--- config.mk ---
export PLATFORM = sky130hd
export DESIGN_NAME = tta_core
export DESIGN_NICKNAME = d
export VERILOG_FILES = /design/src/rtl/tta_pkg.sv /design/src/rtl/tta_slot.sv /design/src/rtl/tta_alu.sv /design/src/rtl/tta_lsu.sv /design/src/rtl/tta_core.sv
export SDC_FILE = /design/constraint.sdc
export NUM_CORES = 2
export LEC_CHECK = 0
export BUFFER_PORTS_ARGS = -buffer_cell sky130_fd_sc_hd__buf_2
export CAP_MARGIN = 20
export CORE_ASPECT_RATIO = 0.5
export CORE_MARGIN = 2
export CORE_UTILIZATION = 38
export DETAILED_ROUTE_END_ITERATION = 12
export HOLD_SLACK_MARGIN = 0.12
export SETUP_SLACK_MARGIN = 0.02
export SLEW_MARGIN = 15
export SYNTH_ARGS = -nofsm -noshare
export SYNTH_HDL_FRONTEND = slang
export SYNTH_SLANG_ARGS = --single-unit
--- constraint.sdc ---
create_clock -name clk -period 15.3 [get_ports clk]
set_input_delay 3.06 -clock clk [delete_from_list [all_inputs] [get_ports clk]]
set_output_delay 3.06 -clock clk [all_outputs]
set_load 0.1 [all_outputs]
--- src/rtl/tta_pkg.sv ---
`timescale 1ns/1ps
package tta_pkg;
    localparam int DW         = 16;
    localparam int NBUS       = 3;
    localparam int NREG       = 8;
    localparam int NBOOL      = 4;
    localparam int IMW        = 8;
    localparam int IMEM_DEPTH = 32;
    localparam int DMEM_DEPTH = 16;
    localparam int SRCW       = 4;
    localparam int DSTW       = 5;

    localparam int RAW   = $clog2(NREG);
    localparam int BAW   = $clog2(NBOOL);
    localparam int IAW   = $clog2(IMEM_DEPTH);
    localparam int DAW   = $clog2(DMEM_DEPTH);
    localparam int SLOTW = 2 + BAW + SRCW + IMW + DSTW;
    localparam int IW    = NBUS * SLOTW;

    localparam logic [SRCW-1:0] SRC_IMM = 4'd8;
    localparam logic [SRCW-1:0] SRC_ALU = 4'd9;
    localparam logic [SRCW-1:0] SRC_LSU = 4'd10;

    localparam logic [DSTW-1:0] D_NONE  = 5'd0;
    localparam logic [DSTW-1:0] D_ALU_A = 5'd1;
    localparam logic [DSTW-1:0] D_LSU_D = 5'd2;
    localparam logic [DSTW-1:0] D_ADD   = 5'd3;
    localparam logic [DSTW-1:0] D_EQ    = 5'd8;
    localparam logic [DSTW-1:0] D_LT    = 5'd12;
    localparam logic [DSTW-1:0] D_LD    = 5'd16;
    localparam logic [DSTW-1:0] D_ST    = 5'd17;
    localparam logic [DSTW-1:0] D_REG   = 5'd24;

    typedef struct packed {
        logic            gen;
        logic            ginv;
        logic [BAW-1:0]  gidx;
        logic [SRCW-1:0] src;
        logic [IMW-1:0]  imm;
        logic [DSTW-1:0] dst;
    } slot_t;

    typedef enum logic [2:0] {
        P_NONE, P_ALU_A, P_ALU_T, P_LSU_D, P_LSU_T, P_REG
    } port_e;

    typedef enum logic [2:0] {
        OP_ADD, OP_SUB, OP_AND, OP_OR, OP_XOR, OP_EQ, OP_LT
    } alu_op_e;

    function automatic port_e dst_port(input logic [DSTW-1:0] d);
        if (d == D_ALU_A)                       return P_ALU_A;
        if (d == D_LSU_D)                       return P_LSU_D;
        if (d >= D_ADD && d < D_LD)             return P_ALU_T;
        if (d == D_LD || d == D_ST)             return P_LSU_T;
        if (d >= D_REG && 32'(d) < 32'(D_REG) + NREG) return P_REG;
        return P_NONE;
    endfunction

    function automatic alu_op_e alu_op_of(input logic [DSTW-1:0] d);
        if (d >= D_LT) return OP_LT;
        if (d >= D_EQ) return OP_EQ;
        case (d - D_ADD)
            5'd0:    return OP_ADD;
            5'd1:    return OP_SUB;
            5'd2:    return OP_AND;
            5'd3:    return OP_OR;
            default: return OP_XOR;
        endcase
    endfunction

    function automatic logic [DW-1:0] sext_imm(input logic [IMW-1:0] v);
        return {{(DW-IMW){v[IMW-1]}}, v};
    endfunction
endpackage

--- src/rtl/tta_slot.sv ---
`timescale 1ns/1ps
module tta_slot
    import tta_pkg::*;
(
    input  slot_t                    slot,
    input  logic                     en,
    input  logic [NBOOL-1:0]         bools,
    input  logic [NREG-1:0][DW-1:0]  rf,
    input  logic [DW-1:0]            alu_res,
    input  logic [DW-1:0]            lsu_res,
    output logic                     act,
    output port_e                    port,
    output logic [DW-1:0]            val
);
    logic guard_ok;

    always_comb begin
        guard_ok = !slot.gen || (bools[slot.gidx] ^ slot.ginv);
        port     = dst_port(slot.dst);
        act      = en && guard_ok && (port != P_NONE);
        if (32'(slot.src) < NREG)     val = rf[slot.src[RAW-1:0]];
        else if (slot.src == SRC_IMM) val = sext_imm(slot.imm);
        else if (slot.src == SRC_ALU) val = alu_res;
        else if (slot.src == SRC_LSU) val = lsu_res;
        else                          val = '0;
    end
endmodule

--- src/rtl/tta_alu.sv ---
`timescale 1ns/1ps
module tta_alu
    import tta_pkg::*;
(
    input  logic          clk,
    input  logic          rst,
    input  logic          a_we,
    input  logic [DW-1:0] a_in,
    input  logic          trig,
    input  alu_op_e       op,
    input  logic [DW-1:0] t_in,
    output logic [DW-1:0] res,
    output logic          flag
);
    logic [DW-1:0] a_q, a_eff, nxt;

    always_comb begin
        a_eff = a_we ? a_in : a_q;
        flag  = 1'b0;
        case (op)
            OP_ADD: nxt = a_eff + t_in;
            OP_SUB: nxt = a_eff - t_in;
            OP_AND: nxt = a_eff & t_in;
            OP_OR:  nxt = a_eff | t_in;
            OP_XOR: nxt = a_eff ^ t_in;
            OP_EQ: begin
                flag = (a_eff == t_in);
                nxt  = {{(DW-1){1'b0}}, flag};
            end
            default: begin
                flag = ($signed(a_eff) < $signed(t_in));
                nxt  = {{(DW-1){1'b0}}, flag};
            end
        endcase
    end

    always_ff @(posedge clk) begin
        if (rst) begin
            a_q <= '0;
            res <= '0;
        end else begin
            if (a_we) a_q <= a_in;
            if (trig) res <= nxt;
        end
    end
endmodule

--- src/rtl/tta_lsu.sv ---
`timescale 1ns/1ps
module tta_lsu
    import tta_pkg::*;
(
    input  logic           clk,
    input  logic           rst,
    input  logic           d_we,
    input  logic [DW-1:0]  d_in,
    input  logic           trig,
    input  logic           store,
    input  logic [DW-1:0]  addr_in,
    input  logic [DAW-1:0] peek_addr,
    output logic [DW-1:0]  res,
    output logic           ld_pend,
    output logic [DW-1:0]  peek_data
);
    logic [DW-1:0]  mem [DMEM_DEPTH];
    logic [DW-1:0]  d_q, d_eff;
    logic [DAW-1:0] addr_q, addr_now;

    assign d_eff     = d_we ? d_in : d_q;
    assign addr_now  = addr_in[DAW-1:0];
    assign peek_data = mem[peek_addr];

    always_ff @(posedge clk) begin
        if (trig && store) mem[addr_now] <= d_eff;
    end

    always_ff @(posedge clk) begin
        if (rst) begin
            d_q     <= '0;
            addr_q  <= '0;
            ld_pend <= 1'b0;
            res     <= '0;
        end else begin
            if (d_we) d_q <= d_in;
            ld_pend <= trig && !store;
            if (trig && !store) addr_q <= addr_now;
            if (ld_pend) res <= mem[addr_q];
        end
    end
endmodule

--- src/rtl/tta_core.sv ---
`timescale 1ns/1ps
module tta_core
    import tta_pkg::*;
(
    input  logic           clk,
    input  logic           rst,
    input  logic           prog_we,
    input  logic [IAW-1:0] prog_addr,
    input  logic [IW-1:0]  prog_word,
    input  logic           run,
    input  logic [RAW-1:0] peek_reg_idx,
    output logic [DW-1:0]  peek_reg_val,
    input  logic [DAW-1:0] peek_mem_addr,
    output logic [DW-1:0]  peek_mem_val,
    output logic [NBOOL-1:0] bool_state,
    output logic [IAW-1:0] pc_out,
    output logic           move_err
);
    logic [IW-1:0]           imem [IMEM_DEPTH];
    logic [IW-1:0]           word;
    logic [IAW-1:0]          pc_q;
    logic [NREG-1:0][DW-1:0] rf_q;
    logic [NBOOL-1:0]        bool_q;

    logic [NBUS-1:0] act_b;
    port_e           port_b [NBUS];
    logic [DW-1:0]   val_b  [NBUS];
    logic [DSTW-1:0] dst_b  [NBUS];

    logic [DW-1:0] alu_res, lsu_res;
    logic          alu_flag, ld_pend;

    logic                    a_we, alu_trig, d_we, lsu_trig, lsu_store;
    logic [DW-1:0]           a_val, t_val, d_val, lsu_addr;
    logic [DSTW-1:0]         t_dst;
    logic [NREG-1:0]         rf_we;
    logic [NREG-1:0][DW-1:0] rf_wd;

    assign word = imem[pc_q];

    always_ff @(posedge clk) begin
        if (prog_we) imem[prog_addr] <= prog_word;
    end

    for (genvar b = 0; b < NBUS; b++) begin : g_bus
        slot_t s;
        assign s        = slot_t'(word[b*SLOTW +: SLOTW]);
        assign dst_b[b] = s.dst;
        tta_slot u_slot (
            .slot(s), .en(run), .bools(bool_q), .rf(rf_q),
            .alu_res(alu_res), .lsu_res(lsu_res),
            .act(act_b[b]), .port(port_b[b]), .val(val_b[b])
        );
    end

    // Higher buses first so that bus 0 is written last and wins.
    always_comb begin
        a_we = 1'b0; alu_trig = 1'b0; d_we = 1'b0; lsu_trig = 1'b0; lsu_store = 1'b0;
        a_val = '0; t_val = '0; d_val = '0; lsu_addr = '0; t_dst = D_NONE;
        rf_we = '0; rf_wd = '0;
        for (int b = NBUS - 1; b >= 0; b--) begin
            if (act_b[b]) begin
                case (port_b[b])
                    P_ALU_A: begin a_we = 1'b1; a_val = val_b[b]; end
                    P_ALU_T: begin alu_trig = 1'b1; t_val = val_b[b]; t_dst = dst_b[b]; end
                    P_LSU_D: begin d_we = 1'b1; d_val = val_b[b]; end
                    P_LSU_T: begin
                        lsu_trig  = 1'b1;
                        lsu_addr  = val_b[b];
                        lsu_store = (dst_b[b] == D_ST);
                    end
                    P_REG: begin
                        rf_we[dst_b[b][RAW-1:0]] = 1'b1;
                        rf_wd[dst_b[b][RAW-1:0]] = val_b[b];
                    end
                    default: ;
                endcase
            end
        end
    end

    always_comb begin
        move_err = 1'b0;
        for (int i = 0; i < NBUS; i++) begin
            for (int j = i + 1; j < NBUS; j++) begin
                if (act_b[i] && act_b[j] && port_b[i] == port_b[j] &&
                    (port_b[i] != P_REG || dst_b[i] == dst_b[j]))
                    move_err = 1'b1;
            end
        end
    end

    tta_alu u_alu (
        .clk(clk), .rst(rst), .a_we(a_we), .a_in(a_val), .trig(alu_trig),
        .op(alu_op_of(t_dst)), .t_in(t_val), .res(alu_res), .flag(alu_flag)
    );

    tta_lsu u_lsu (
        .clk(clk), .rst(rst), .d_we(d_we), .d_in(d_val), .trig(lsu_trig),
        .store(lsu_store), .addr_in(lsu_addr), .peek_addr(peek_mem_addr),
        .res(lsu_res), .ld_pend(ld_pend), .peek_data(peek_mem_val)
    );

    always_ff @(posedge clk) begin
        if (rst) begin
            pc_q   <= '0;
            rf_q   <= '0;
            bool_q <= '0;
        end else begin
            if (run) pc_q <= pc_q + 1'b1;
            for (int r = 0; r < NREG; r++) begin
                if (rf_we[r]) rf_q[r] <= rf_wd[r];
            end
            if (alu_trig && t_dst >= D_EQ)
                bool_q[t_dst[BAW-1:0]] <= alu_flag;
        end
    end

    assign peek_reg_val = rf_q[peek_reg_idx];
    assign bool_state   = bool_q;
    assign pc_out       = pc_q;
endmodule

## Word level (Yosys, flattened, before mapping)

Memory sizes are Yosys's and may differ from the RTL's. A register that Yosys moved wholly into a read port is not among the register bits.
Index checks and enable logic that the tools add are counted.
W data, S select, Z words.

| word-level totals | value |
|---|---|
| register bits | 190 |
| memory bits (writable) | 2,272 |
| logic and storage cells | 368 |
| memories | 2 |

| operators by class | value |
|---|---|
| $add $sub $neg | 4 |
| $lt $le $gt $ge | 30 |
| equality and inequality tests | 53 |
| mux-type cells | 211 |
| bitwise gates (word level) | 9 |
| reduce and logical (&&, ||, !) cells | 44 |

Memories:

| name | words | width | rd ports | clocked after Yosys merged registers in | write ports | RTL line | source |
|---|---|---|---|---|---|---|---|
| imem | 32 | 63 | 1 | 1 | 1 | tta_core.sv:19 | `logic [IW-1:0] imem [IMEM_DEPTH];` |
| u_lsu.mem | 16 | 16 | 2 | 1 | 1 | tta_lsu.sv:17 | `logic [DW-1:0] mem [DMEM_DEPTH];` |

Operators by type and width:

| cell | number |
|---|---|
| $mux W128 | 6 |
| $mux W16 | 39 |
| $bwmux W128 | 2 |
| $bmux W16 S3 | 4 |
| $demux W16 S3 | 3 |
| $and A128 B128 Y128 | 1 |
| $mux W3 | 34 |
| $pmux W16 S6 | 1 |
| $mux W1 | 92 |
| $mux W8 | 6 |
| $mux W5 | 8 |
| $eq A4 B4 Y1 const B | 9 |
| $eq A5 B5 Y1 const B | 6 |
| $lt A3 B4 Y1 const B | 7 |
| $eq A5 B2 Y1 const B | 5 |
| $logic_and A1 B1 Y1 | 25 |
| $eq A3 B2 Y1 const B | 8 |
| $eq A3 B3 Y1 const B | 8 |
| $mux W4 | 6 |
| $eq A5 B1 Y1 const B | 4 |
| $add A16 B16 Y16 | 1 |
| $and A16 B16 Y16 | 1 |
| $eq A16 B16 Y1 | 1 |
| $lt A16 B16 Y1 | 1 |
| 31 further kinds | 73 |

## Depth between registers and ports, before layout

| depth | value |
|---|---|
| depth in word-level cells | 33 |
| gate-level depth with buffers | 37 |
| mapped depth without buffers | 30 |

## Modules after synthesis

A second synthesis with hierarchy kept.

| unflattened totals | value |
|---|---|
| cells, all modules | 6,361 |
| area, all modules | 109,082.1 µm² |

By module, submodules not included:

| module | instances | cells an instance | area each (µm²) | sequential area each (µm²) |
|---|---|---|---|---|
| tta_core | 1 | 4,439 | 87,295.0 | 63,380.8 |
| tta_lsu | 1 | 775 | 13,257.7 | 8,428.1 |
| tta_slot | 3 | 215 | 1,617.8 | 0.0 |
| tta_alu | 1 | 502 | 3,676.0 | 640.6 |

## Worst setup path before layout

Ideal clock, no wire load.

| timing path | value |
|---|---|
| kind | input to output |
| start point | input port run |
| end point | output port move_err |
| arrival time | 6.010 ns |
| required time | 12.240 ns |
| path slack | 6.230 ns |
| cell stages on the path | 5 |
| buffers on the path | 1 |
| cell sequence | clkbuf_1 -> nand3_2 -> a21oi_1 -> nand2_1 -> o21ai_0 |

| between the ends | value |
|---|---|
| cells in the longest elaborated chain, start to end | 8 |

RTL lines:

| item | RTL line | source |
|---|---|---|
| from (decl) | tta_core.sv:10 | `input logic run,` |
| $logic_and A1 B1 Y1 (2 in a row) | tta_slot.sv:20 | `act = en && guard_ok && (port != P_NONE);` |
| $logic_and A1 B1 Y1 (3 in a row) | tta_core.sv:86 | `if (act_b[i] && act_b[j] && port_b[i] == port_b[j] &&` |
| $mux W1 (2 in a row) | tta_core.sv:86 |  |
| $mux W1 (*) | tta_core.sv:86 |  |
| to (decl) | tta_core.sv:17 | `output logic move_err` |

Mark *: on every way between the ends. The rest lies on a longest branch, timed or not.

==> impl_metrics.json <==
{
  "powerDensity_nw_per_um2": 122,
  "cts_setup_buffers": 0,
  "die_area_sq_um": 289000,
  "postRouteAntennaNets": 0,
  "clkPwrFrac": 0.383,
  "place_inst": 9838,
  "initial_core_util": 0.382,
  "synthesis.nets": 6290,
  "power.switching_mw": 3.52,
  "cts.reportedPaths.clkPinSlew_ps": 60,
  "dr_total_vias": 61900,
  "synth-edff-count": 2272,
  "synth-seq-cells": 2483,
  "netlist_instances": 6160,
  "ir_worst_vdd_v": 0.000114,
  "multi_input_area_sq_um": 33500,
  "power.leakage_nw": 37.8,
  "cts_buffers": 228,
  "synthDistinctLibCells": 91,
  "maxSlewViolCount": 0,
  "drc_errors": 0,
  "timing.rr.end": "u_alu.res[14]",
  "area_growth_pct": 11.5,
  "layout_min_cycle_time_ps": 10300,
  "worstHoldStart": "rf_q[122]",
  "root_buffer": "clkbuf_16",
  "io-pin-count": 121,
  "synth_area_sq_um": 108000,
  "critical-path-max-stage-delay_ps": 730,
  "dieHeight_um": 381,
  "crit_chain": "buf_12 -> buf_12 -> buf_4 -> mux4_2 -> a211oi_1 -> a311oi_1 -> a21oi_2 -> xnor2_1 -> o21ai_0 -> xnor2_1 -> nand4_1 -> o21ai_0 -> buf_2",
  "rsz0062_at_grt": "false",
  "finalSetupViolCount": 0,
  "die_x_um": 758,
  "setup_tns_ps": 0,
  "async_flop_share": 0,
  "grt_max_degree": 126,
  "clock_path_buffers": 4,
  "cts_resized": 0,
  "tightest_slew_ps": 1210,
  "hp-class": "flip-flop to flip-flop",
  "dr.pass1.iters": 7,
  "final-seq-area_sq_um": 72500,
  "skew_ps": 130,
  "coreArea_sq_um": 283000,
  "avgSynthCellArea_sq_um": 17.5,
  "gr-total-overflow": 0,
  "cp.arrival_ps": 7240,
  "clk-insertion-delay-late_ps": 950,
  "hold_depth": 2,
  "drtIter0Drc": 8306,
  "p_sw_frac": 0.240,
  "critPathCaptureType": "primary output",
  "slowest_stage": "dfxtp_4",
  "ys_seq_area_frac": 0.671,
  "rows": 138,
  "r2r_slack_ps": 5690,
  "hold_path_end": "rf_q[122]",
  "layout-drive-gt1-share": 0.241,
  "ys_dominant_reg_cell": "edfxtp_1",
  "yosysWarnings": 0,
  "htreeDepth": 4,
  "critPathMaxFanout": 86,
  "fillers": 24700,
  "antenna_found_initial": 31,
  "via_per_inst": 6.04,
  "fin_nets": 6420,
  "cpLargestDelayFamily": "buffers and inverters",
  "layout_common_cells": "edfxtp_1 (2272), mux4_2 (720), mux2i_1 (342), a21oi_1 (317), nor2_1 (264)",
  "start_kind": "flip-flop",
  "critPathRequiredTime_ps": 12240,
  "intPower_mw": 11.1,
  "p_comb_frac": 0.104,
  "final_common_cell": "edfxtp_1",
  "wirelength_mm": 322,
  "hold_viol_final": 0,
  "hpwlAfterDp_mm": 179,
  "grt_pass1_wl_mm": 455,
  "worstRegToRegCells": 27,
  "slew_headroom": 0.189,
  "cp_num_buf_inv": 4,
  "detail_route.wl_per_cell_um": 31.4,
  "fin_cells": 10200,
  "status": "finished clean",
  "cts.sink_count": 2483,
  "max_freq_mhz": 97.0,
  "cts_hold_buf": 0,
  "fin_crit_sh": 0.673,
  "grt.total_usage": 0.218,
  "seq_power_share": 0.513,
  "io_buffer_count": 120,
  "cts_tree": "yes",
  "drv_cap": 0,
  "grt_pass1_vias": 60100,
  "path_class": "flip-flop to primary output",
  "gp_congestion": 0.907
}
==> kinds of logic after synthesis <==
kind of cell    count (synthesis)  synth area share
flops                        2483             0.671
xor+xnor                       47           0.00381
mux                          1118             0.188
compound gates               1068            0.0678
buf+inv                       513            0.0248
simple gates                  880            0.0386
fa+ha+maj                      51           0.00605
==> tightest hold or removal path, stage by stage (launching register included) <==
cell	delay (ps)
dfxtp_1	330
nand2_1	60
a21oi_1	50
==> metal layers <==
| metal | part of all wire | vias up | GRT usage |
|---|---|---|---|
| li1 | - | 25500 | - |
| met1 | 0.42 | 32800 | 0.308 |
| met2 | 0.47 | 3042 | 0.347 |
| met3 | 0.082 | 614 | 0.0366 |
| met4 | 0.036 | 2 | 0.0700 |
| met5 | 0.000034 | - | 0 |
==> power by group through the flow <==
stage	combinational [mW]	sequential [mW]	clock [mW]
final	1.52	7.52	5.61
after floorplan	1.04	7.66	0
after detailed placement	1.50	7.67	0
after global routing	1.61	7.52	5.94
after global placement	1.49	7.67	0
after CTS	1.50	7.52	5.69
==> synthesized netlist by cell type, types with 7 or more instances <==
library cell / number / share of area
a31oi_1: 29 / 0.0017
and2_1: 9 / 0.00052
nand4_1: 9 / 0.00052
o21ai_1: 30 / 0.0014
mux4_2: 721 / 0.15
a221oi_1: 33 / 0.0027
buf_2: 146 / 0.0068
dfxtp_1: 211 / 0.039
nor2_1: 316 / 0.011
o21bai_1: 13 / 0.00090
xor2_1: 14 / 0.0011
o211ai_1: 17 / 0.0012
nand3b_1: 9 / 0.00063
and3_1: 7 / 0.00041
buf_1: 32 / 0.0011
a2bb2oi_1: 10 / 0.00081
mux2i_2: 7 / 0.00089
a22o_1: 58 / 0.0047
a221o_1: 62 / 0.0057
a21oi_1: 319 / 0.015
ha_1: 49 / 0.0057
mux2_2: 42 / 0.0044
nor2b_1: 135 / 0.0078
a211oi_1: 173 / 0.012
nor4_1: 8 / 0.00046
mux2i_1: 344 / 0.032
o21ai_0: 83 / 0.0038
o22a_1: 10 / 0.00081
clkbuf_1: 175 / 0.0061
a311oi_1: 7 / 0.00057
nand2b_1: 18 / 0.0010
nor3_2: 8 / 0.00074
buf_4: 65 / 0.0045
o32ai_1: 27 / 0.0022
buf_6: 28 / 0.0029
xnor2_1: 33 / 0.0027
nor3_1: 30 / 0.0014
a22oi_1: 140 / 0.0097
a21o_1: 7 / 0.00049
nand2_1: 239 / 0.0083
edfxtp_1: 2272 / 0.63
inv_1: 53 / 0.0018
or3_1: 8 / 0.00046
nand3_1: 39 / 0.0018
o221ai_1: 7 / 0.00057
==> stage by stage <==
step | setup WS, ps | power [mW] | cell area, sq um | hold WS (ps) | util
final | 5000 | 14.6 | 120000 | 491 | 0.426
after detailed placement | 5720 | 9.17 | 113000 | 476 | 0.401
after global routing | 4560 | 15.1 | 120000 | 515 | 0.426
after CTS | 4860 | 14.7 | 120000 | 491 | 0.426
after global placement | 5840 | 9.16 | 113000 | 477 | 0.401
after floorplan | 6230 | 8.69 | 108000 | 454 | -
==> how the worst max path moves through the flow <==
stage / end / cells after the start
2_1_floorplan: move_err / 5
3_3_place_gp: u_alu.res[15] / 26
3_5_place_dp: u_alu.res[15] / 26
4_1_cts: move_err / 13
5_1_grt: move_err / 13
6_report: move_err / 13
==> cell type report <==
type / count / area share
sequential: 2483 / 0.601
multi-input combinational: 3164 / 0.278
clock buffer: 289 / 0.0502
tap: 3780 / 0.0393
timing repair buffer: 355 / 0.0207
clock inverter: 114 / 0.00875
inverter: 58 / 0.00183
antenna: 6 / 0.000125
==> state kept, by name, indices dropped and copies added (netlist names), named ones only <==
| name | cells |
|---|---|
| u_lsu.res | 16 |
| imem | 2016 |
| u_lsu.d_q | 16 |
| u_lsu.addr_q | 4 |
| u_lsu.mem | 256 |
| bool_state | 4 |
| rf_q | 128 |
| pc_out | 5 |
| u_alu.a_q | 16 |
| u_lsu.ld_pend | 1 |
| u_alu.res | 16 |
No activity file was read; power rests on OpenSTA's default activity.
